### src/rtl/ccf_pkg.sv
package ccf_pkg;
  typedef enum logic [1:0] {
    EDGE_NONE = 2'b00,
    EDGE_RISE = 2'b01,
    EDGE_FALL = 2'b10,
    EDGE_BOTH = 2'b11
  } edge_sel_e;

  localparam int unsigned ADR_CTRL = 0;
  localparam int unsigned ADR_IEN  = 1;
  localparam int unsigned ADR_CNT  = 2;
  localparam int unsigned ADR_STAT = 3;
  localparam int unsigned ADR_GR0  = 4;

  localparam int unsigned STAT_W        = 8;
  localparam int unsigned OVF_POS       = 7;
  localparam int unsigned CTRL_MODE_LSB = 1;
  localparam int unsigned CTRL_EDGE_LSB = 8;
endpackage

### src/rtl/ccf_counter.sv
module ccf_counter #(
  parameter int unsigned CNT_W = 16
) (
  input  logic             clk_i,
  input  logic             rst_ni,
  input  logic             run_i,
  input  logic             load_i,
  input  logic [CNT_W-1:0] load_val_i,
  output logic [CNT_W-1:0] cnt_o,
  output logic             wrap_o
);
  logic [CNT_W-1:0] cnt_q;

  always_ff @(posedge clk_i or negedge rst_ni) begin
    if (!rst_ni)     cnt_q <= '0;
    else if (load_i) cnt_q <= load_val_i;
    else if (run_i)  cnt_q <= cnt_q + 1'b1;
  end

  // a bus load overrides the wrap
  always_comb wrap_o = run_i && !load_i && (cnt_q == {CNT_W{1'b1}});
  assign cnt_o = cnt_q;
endmodule

### src/rtl/ccf_edge_sync.sv
module ccf_edge_sync #(
  parameter int unsigned SYNC_STAGES = 2
) (
  input  logic               clk_i,
  input  logic               rst_ni,
  input  logic               din_i,
  input  ccf_pkg::edge_sel_e sel_i,
  output logic               hit_o
);
  localparam int unsigned SH_W = SYNC_STAGES + 1;

  // sh_q[SYNC_STAGES-1] is the synchronised level, sh_q[SYNC_STAGES] its previous value
  logic [SH_W-1:0] sh_q;
  logic            cur, prev, rise, fall;

  always_ff @(posedge clk_i or negedge rst_ni) begin
    if (!rst_ni) sh_q <= '0;
    else         sh_q <= {sh_q[SH_W-2:0], din_i};
  end

  always_comb begin
    cur  = sh_q[SYNC_STAGES-1];
    prev = sh_q[SYNC_STAGES];
    rise = cur && !prev;
    fall = !cur && prev;
    unique case (sel_i)
      ccf_pkg::EDGE_RISE: hit_o = rise;
      ccf_pkg::EDGE_FALL: hit_o = fall;
      ccf_pkg::EDGE_BOTH: hit_o = rise || fall;
      default:            hit_o = 1'b0;
    endcase
  end
endmodule

### src/rtl/ccf_channel.sv
module ccf_channel #(
  parameter int unsigned CNT_W       = 16,
  parameter int unsigned SYNC_STAGES = 2
) (
  input  logic               clk_i,
  input  logic               rst_ni,
  input  logic               cap_in_i,
  input  logic               capture_i,
  input  ccf_pkg::edge_sel_e edge_sel_i,
  input  logic               run_i,
  input  logic [CNT_W-1:0]   cnt_i,
  input  logic               gr_wr_i,
  input  logic [CNT_W-1:0]   gr_wdata_i,
  output logic [CNT_W-1:0]   gr_o,
  output logic               evt_o
);
  logic [CNT_W-1:0] gr_q;
  logic             edge_hit, cap_evt, cmp_evt;

  ccf_edge_sync #(.SYNC_STAGES(SYNC_STAGES)) u_sync (
    .clk_i  (clk_i),
    .rst_ni (rst_ni),
    .din_i  (cap_in_i),
    .sel_i  (edge_sel_i),
    .hit_o  (edge_hit)
  );

  always_comb begin
    cap_evt = capture_i && edge_hit;
    cmp_evt = !capture_i && run_i && (cnt_i == gr_q);
    evt_o   = cap_evt || cmp_evt;
  end

  // a capture beats a bus write in the same cycle
  always_ff @(posedge clk_i or negedge rst_ni) begin
    if (!rst_ni)      gr_q <= '0;
    else if (cap_evt) gr_q <= cnt_i;
    else if (gr_wr_i) gr_q <= gr_wdata_i;
  end

  assign gr_o = gr_q;
endmodule

### src/rtl/ccf_status.sv
module ccf_status #(
  parameter int unsigned NF = 5
) (
  input  logic          clk_i,
  input  logic          rst_ni,
  input  logic [NF-1:0] set_i,
  input  logic          rd_i,
  input  logic          wr_i,
  input  logic [NF-1:0] wbits_i,
  input  logic [NF-1:0] ack_clr_i,
  output logic [NF-1:0] flag_o,
  output logic [NF-1:0] arm_o
);
  logic [NF-1:0] flag_q, arm_q;

  for (genvar b = 0; b < NF; b++) begin : g_bit
    logic wr_clr, clr, flag_d, arm_d;

    always_comb begin
      wr_clr = wr_i && !wbits_i[b] && arm_q[b];
      clr    = wr_clr || ack_clr_i[b];
      flag_d = set_i[b] ? 1'b1 : (clr ? 1'b0 : flag_q[b]);
      arm_d  = clr ? 1'b0 : (arm_q[b] || (rd_i && flag_q[b]));
    end

    always_ff @(posedge clk_i or negedge rst_ni) begin
      if (!rst_ni) begin
        flag_q[b] <= 1'b0;
        arm_q[b]  <= 1'b0;
      end else begin
        flag_q[b] <= flag_d;
        arm_q[b]  <= arm_d;
      end
    end
  end

  assign flag_o = flag_q;
  assign arm_o  = arm_q;
endmodule

### src/rtl/ccf_timer.sv
module ccf_timer #(
  parameter int unsigned CNT_W       = 16,
  parameter int unsigned N_CH        = 4,
  parameter int unsigned ADDR_W      = 3,
  parameter int unsigned SYNC_STAGES = 2
) (
  input  logic              clk_i,
  input  logic              rst_ni,
  input  logic [ADDR_W-1:0] addr_i,
  input  logic              wr_en_i,
  input  logic              rd_en_i,
  input  logic [CNT_W-1:0]  wdata_i,
  output logic [CNT_W-1:0]  rdata_o,
  input  logic [N_CH-1:0]   cap_i,
  input  logic [N_CH-1:0]   xfer_ack_i,
  output logic [N_CH-1:0]   irq_o
);
  import ccf_pkg::*;

  localparam int unsigned NF     = N_CH + 1;
  localparam int unsigned OVF_IX = N_CH;

  logic [CNT_W-1:0] ctrl_q, ien_q;
  logic [CNT_W-1:0] cnt;
  logic [CNT_W-1:0] gr [N_CH];
  logic [N_CH-1:0]  ch_evt;
  logic             run, cnt_load, wrap;
  logic             stat_rd, stat_wr;
  logic [NF-1:0]    set_vec, flag, arm, ack_clr, stat_wbits;
  logic [STAT_W-1:0] stat_v;

  always_ff @(posedge clk_i or negedge rst_ni) begin
    if (!rst_ni) begin
      ctrl_q <= '0;
      ien_q  <= '0;
    end else if (wr_en_i) begin
      if (addr_i == ADDR_W'(ADR_CTRL)) ctrl_q <= wdata_i;
      if (addr_i == ADDR_W'(ADR_IEN))  ien_q  <= wdata_i;
    end
  end

  always_comb begin
    run      = ctrl_q[0];
    cnt_load = wr_en_i && (addr_i == ADDR_W'(ADR_CNT));
    stat_rd  = rd_en_i && (addr_i == ADDR_W'(ADR_STAT));
    stat_wr  = wr_en_i && (addr_i == ADDR_W'(ADR_STAT));
  end

  ccf_counter #(.CNT_W(CNT_W)) u_cnt (
    .clk_i      (clk_i),
    .rst_ni     (rst_ni),
    .run_i      (run),
    .load_i     (cnt_load),
    .load_val_i (wdata_i),
    .cnt_o      (cnt),
    .wrap_o     (wrap)
  );

  for (genvar i = 0; i < N_CH; i++) begin : g_ch
    logic gr_wr;
    assign gr_wr = wr_en_i && (addr_i == ADDR_W'(ADR_GR0 + i));

    ccf_channel #(.CNT_W(CNT_W), .SYNC_STAGES(SYNC_STAGES)) u_ch (
      .clk_i      (clk_i),
      .rst_ni     (rst_ni),
      .cap_in_i   (cap_i[i]),
      .capture_i  (ctrl_q[CTRL_MODE_LSB + i]),
      .edge_sel_i (edge_sel_e'(ctrl_q[CTRL_EDGE_LSB + 2*i +: 2])),
      .run_i      (run),
      .cnt_i      (cnt),
      .gr_wr_i    (gr_wr),
      .gr_wdata_i (wdata_i),
      .gr_o       (gr[i]),
      .evt_o      (ch_evt[i])
    );
  end

  always_comb begin
    set_vec    = {wrap, ch_evt};
    ack_clr    = {1'b0, xfer_ack_i & ien_q[N_CH-1:0]};
    stat_wbits = {wdata_i[OVF_POS], wdata_i[N_CH-1:0]};
  end

  ccf_status #(.NF(NF)) u_stat (
    .clk_i     (clk_i),
    .rst_ni    (rst_ni),
    .set_i     (set_vec),
    .rd_i      (stat_rd),
    .wr_i      (stat_wr),
    .wbits_i   (stat_wbits),
    .ack_clr_i (ack_clr),
    .flag_o    (flag),
    .arm_o     (arm)
  );

  // unassigned status bits read as 1
  always_comb begin
    stat_v            = {1'b0, {(STAT_W-1){1'b1}}};
    stat_v[N_CH-1:0]  = flag[N_CH-1:0];
    stat_v[OVF_POS]   = flag[OVF_IX];
  end

  always_comb begin
    rdata_o = '0;
    if (addr_i == ADDR_W'(ADR_CTRL)) rdata_o = ctrl_q;
    if (addr_i == ADDR_W'(ADR_IEN))  rdata_o = ien_q;
    if (addr_i == ADDR_W'(ADR_CNT))  rdata_o = cnt;
    if (addr_i == ADDR_W'(ADR_STAT)) rdata_o = {{(CNT_W-STAT_W){1'b0}}, stat_v};
    for (int i = 0; i < N_CH; i++) begin
      if (addr_i == ADDR_W'(ADR_GR0 + i)) rdata_o = gr[i];
    end
  end

  assign irq_o = flag[N_CH-1:0] & ien_q[N_CH-1:0];
endmodule

### config.mk
export PLATFORM = sky130hd
export DESIGN_NAME = ccf_timer
export DESIGN_NICKNAME = d
export VERILOG_FILES = /design/src/rtl/ccf_pkg.sv /design/src/rtl/ccf_counter.sv /design/src/rtl/ccf_edge_sync.sv /design/src/rtl/ccf_channel.sv /design/src/rtl/ccf_status.sv /design/src/rtl/ccf_timer.sv
export SDC_FILE = /design/constraint.sdc
export NUM_CORES = 1
export LEC_CHECK = 0
export CAP_MARGIN = 20
export CORE_MARGIN = 1
export CORE_UTILIZATION = 60
export DETAILED_ROUTE_END_ITERATION = 16
export PLACE_DENSITY = 0.79
export SLEW_MARGIN = 20
export SYNTH_ARGS = -nofsm -noshare
export SYNTH_HDL_FRONTEND = slang
export SYNTH_SLANG_ARGS = --single-unit
### constraint.sdc
create_clock -name clk_i -period 2.7 [get_ports clk_i]
set_clock_uncertainty 0.2 [all_clocks]
set_input_delay 0.54 -clock clk_i [delete_from_list [all_inputs] [get_ports clk_i]]
set_output_delay 0.54 -clock clk_i [all_outputs]
set_load 0.02 [all_outputs]
==> impl_metrics.ini <==
[critical_path]
worstPathMaxFanout = 8
crit_type = in2out
worstPathRequired_ns = 1.96
crit_start = addr_i[0]
r2r_start = u_cnt.cnt_o[10]
start_kind = input pin
cp-end-kind = output port
r2r-end = u_stat.flag_o[3]
arrival_ns = 1.93
reg2reg_depth = 6
r2r_slack_ns = 0.40

[synthesis]
syn_area_um2 = 8030
netlist.area_leader.share_pct = 41.8
ys_types = 55
netlist_top_cells_area = dfrtp_1, mux2i_1, mux2_2
synth_warnings = 0
ys_ff_latch = 134
synth_edf_count = 0
synth_seq_area_share_pct = 41.8
synth_area_per_cell_um2 = 9.98
postSynthCellCount = 805
synth.net_count = 845
synthFlopType = dfrtp_1
yosysTopAreaCell = dfrtp_1
async_reset_ff_share_pct = 100

[global_routing]
antenna_found_initial = 1
grt_remaining_overflow = 0
grt_pass1_wl_mm = 38.8
grt_max_degree = 64
groute.usage.overall_pct = 36.8
grt_pass1_vias = 6925

[floorplanning]
rows = 41
initial_core_util_pct = 62.6
chipWidth_um = 118
dieHeight_um = 118
io_pins = 51
core_area_um2 = 12800
die_area_um2 = 13900

[worst_hold_path]
min_path_cells = 0
holdPathEnd = g_ch[2].u_ch.u_sync.sh_q[1]
hp-class = reg2reg
hp-start = g_ch[2].u_ch.u_sync.sh_q[0]

[place]
port_buffers = 50
place.gp.congestion = 0.938
dpl_worst_slack_ns = -0.633
dp.cells = 1036
hpwl_mm = 16.6

[sta]
finalCriticalPeriod_ns = 2.67
slew_headroom_pct = 56.8
holdWs_ns = 0.148
fin_crit_sh_pct = 98.7
tns_ns = 0
finalHoldViolCount = 0
fin_ws_ns = 0.0339
timing_worst_slew_pin_value_ns = 0.647
rsz0062_at_grt = no
setup_viol = 0
max_freq_ghz = 0.375
final_max_slew_viol_count = 0

[pwr]
leakage_nw = 4.38
total_power_w = 0.00942
power_density_nw_per_um2 = 962
peakVddDrop_mv = 0.738

[detailed_routing]
firstDrtPassIters = 5
drc = 0
vias_per_cell = 6.31
vias = 6762
ant_nets = 0
wire_per_inst_um = 22.6
routed_wl_mm = 24.2
drtIter0Drc = 797

[clock_network]
cts_tree = built
clk_pin_slew_ns = 0.06
max-clock-path-buffers = 2
root_buffer = clkbuf_16
cts_buffers = 17
clock_sinks = 134
clock_latency_ns = 0.43
cts_max_level = 4

[finish]
area_growth_pct = 21.9
drive_above_1_share_pct = 23.0
n_antenna_cell = 0
finalNetCount = 926
layoutNonFillerInstCount = 1071

[run_status]
outcome = completed

[run]
maxCapViolCount = 0
per-stage QoR:
stage               instance area (µm²)  util, %
floorplan                          8030        -
global placement                   9060     70.7
detailed placement                 9060     70.7
CTS                                9770     76.2
global route                       9790     76.4
finish                             9790     76.4
state kept, by name (all words and copies together), names as in the netlist:
signal,count
ctrl_q,16
g_ch.u_ch.gr_o,64
g_ch.u_ch.u_sync.sh_q,12
ien_q,16
u_cnt.cnt_o,16
u_stat.arm_o,5
u_stat.flag_o,5
layer usage:
layer | GRT usage (%) | wire, µm
met3 | 9.01 | 2190
met2 | 57.5 | 11400
met1 | 48.0 | 9600
met5 | 0 | 0
met4 | 17.6 | 997
kinds of logic after synthesis:
group | count (synthesis) | synth area share (%)
mux | 122 | 17.0
buf+inv | 80 | 5.53
fa+ha+maj | 9 | 1.40
compound gates | 165 | 11.9
simple gates | 216 | 13.7
flops | 134 | 41.8
xor+xnor | 79 | 8.62
synthesized netlist by cell type, drive strengths merged (2+ instances only):
cell and number:
dfrtp 134, nand2 111, o21ai 110, mux2i 67
xor2 56, buf 49, mux2 48, nor2 25
xnor2 23, inv 16, nor2b 16, clkbuf 15
nand3 13, a21oi 9, and2 9, ha 9
nand4 9, nor4 8, a211oi 7, a221oi 7
mux4 7, o22ai 6, nor3 5, o41ai 5
a21boi 4, a31oi 4, nand3b 4, nor4b 4
a21o 3, a32oi 3, and3 3, a22oi 2
and2b 2, and4 2, nand2b 2, o211ai 2
o22a 2
report_power, final:
group / leakage [nW] / internal, W / switching, W
combinational: 2.45 / 0.00152 / 0.00192
sequential: 1.63 / 0.00273 / 0.000758
clock: 0.299 / 0.00160 / 0.000898
total: 4.38 / 0.00585 / 0.00358
critical path, cell delays in order:
cell and delay, ns:
buf_6 0.15, buf_12 0.15, mux4_2 0.49, mux2_2 0.27
dlygate4sd2_1 0.32
worst max-delay path by stage:
stage	to	slack, ns
2_1_floorplan	rdata_o[14]	0.12
4_1_cts	rdata_o[1]	0.03
3_5_place_dp	rdata_o[7]	-0.63
3_3_place_gp	rdata_o[7]	-0.52
5_1_grt	rdata_o[1]	0.0009
6_report	rdata_o[1]	0.03
area by class of cell:
type	count	area (µm²)
Multi-Input combinational cell	591	4320
Sequential cell	134	3350
Fill cell	842	3030
Timing Repair Buffer	126	1210
Clock buffer	21	460
Tap cell	172	215
Clock inverter	11	174
Inverter	16	60.1
cells in the final DEF (no fill, tap or decap), types with 4 or more instances in the layout:
cell type        instances
dfrtp_1                134
nand2_1                109
o21ai_0                101
mux2i_1                 67
buf_4                   62
xor2_1                  56
mux2_2                  48
clkdlybuf4s50_1         30
xnor2_1                 23
nor2_1                  22
clkbuf_16               17
inv_1                   16
nor2b_1                 15
buf_12                  11
nand3_1                 10
a21oi_1                  9
and2_1                   9
ha_1                     9
o21ai_1                  8
nand4_1                  8
nor4_1                   8
mux4_2                   7
o22ai_1                  6
buf_2                    6
a221oi_1                 5
a211oi_1                 5
buf_6                    5
nand3b_1                 4
a21boi_2                 4
nor4b_1                  4
a31oi_1                  4
o41ai_1                  4
bufinv_16                4
dlygate4sd2_1            4
clkdlybuf4s15_2          4
what timing repair did:
action | in CTS | in global routing
resized for setup | 79 | 6
pin swaps | 6 | 1
buffers inserted | 1 | 0
hold endpoints to repair | 59 | 0
gates cloned | 1 | 0
endpoints found under the setup margin | 16 | 4
hold buffers | 1 | 0
(Power assumes the default switching activity.)
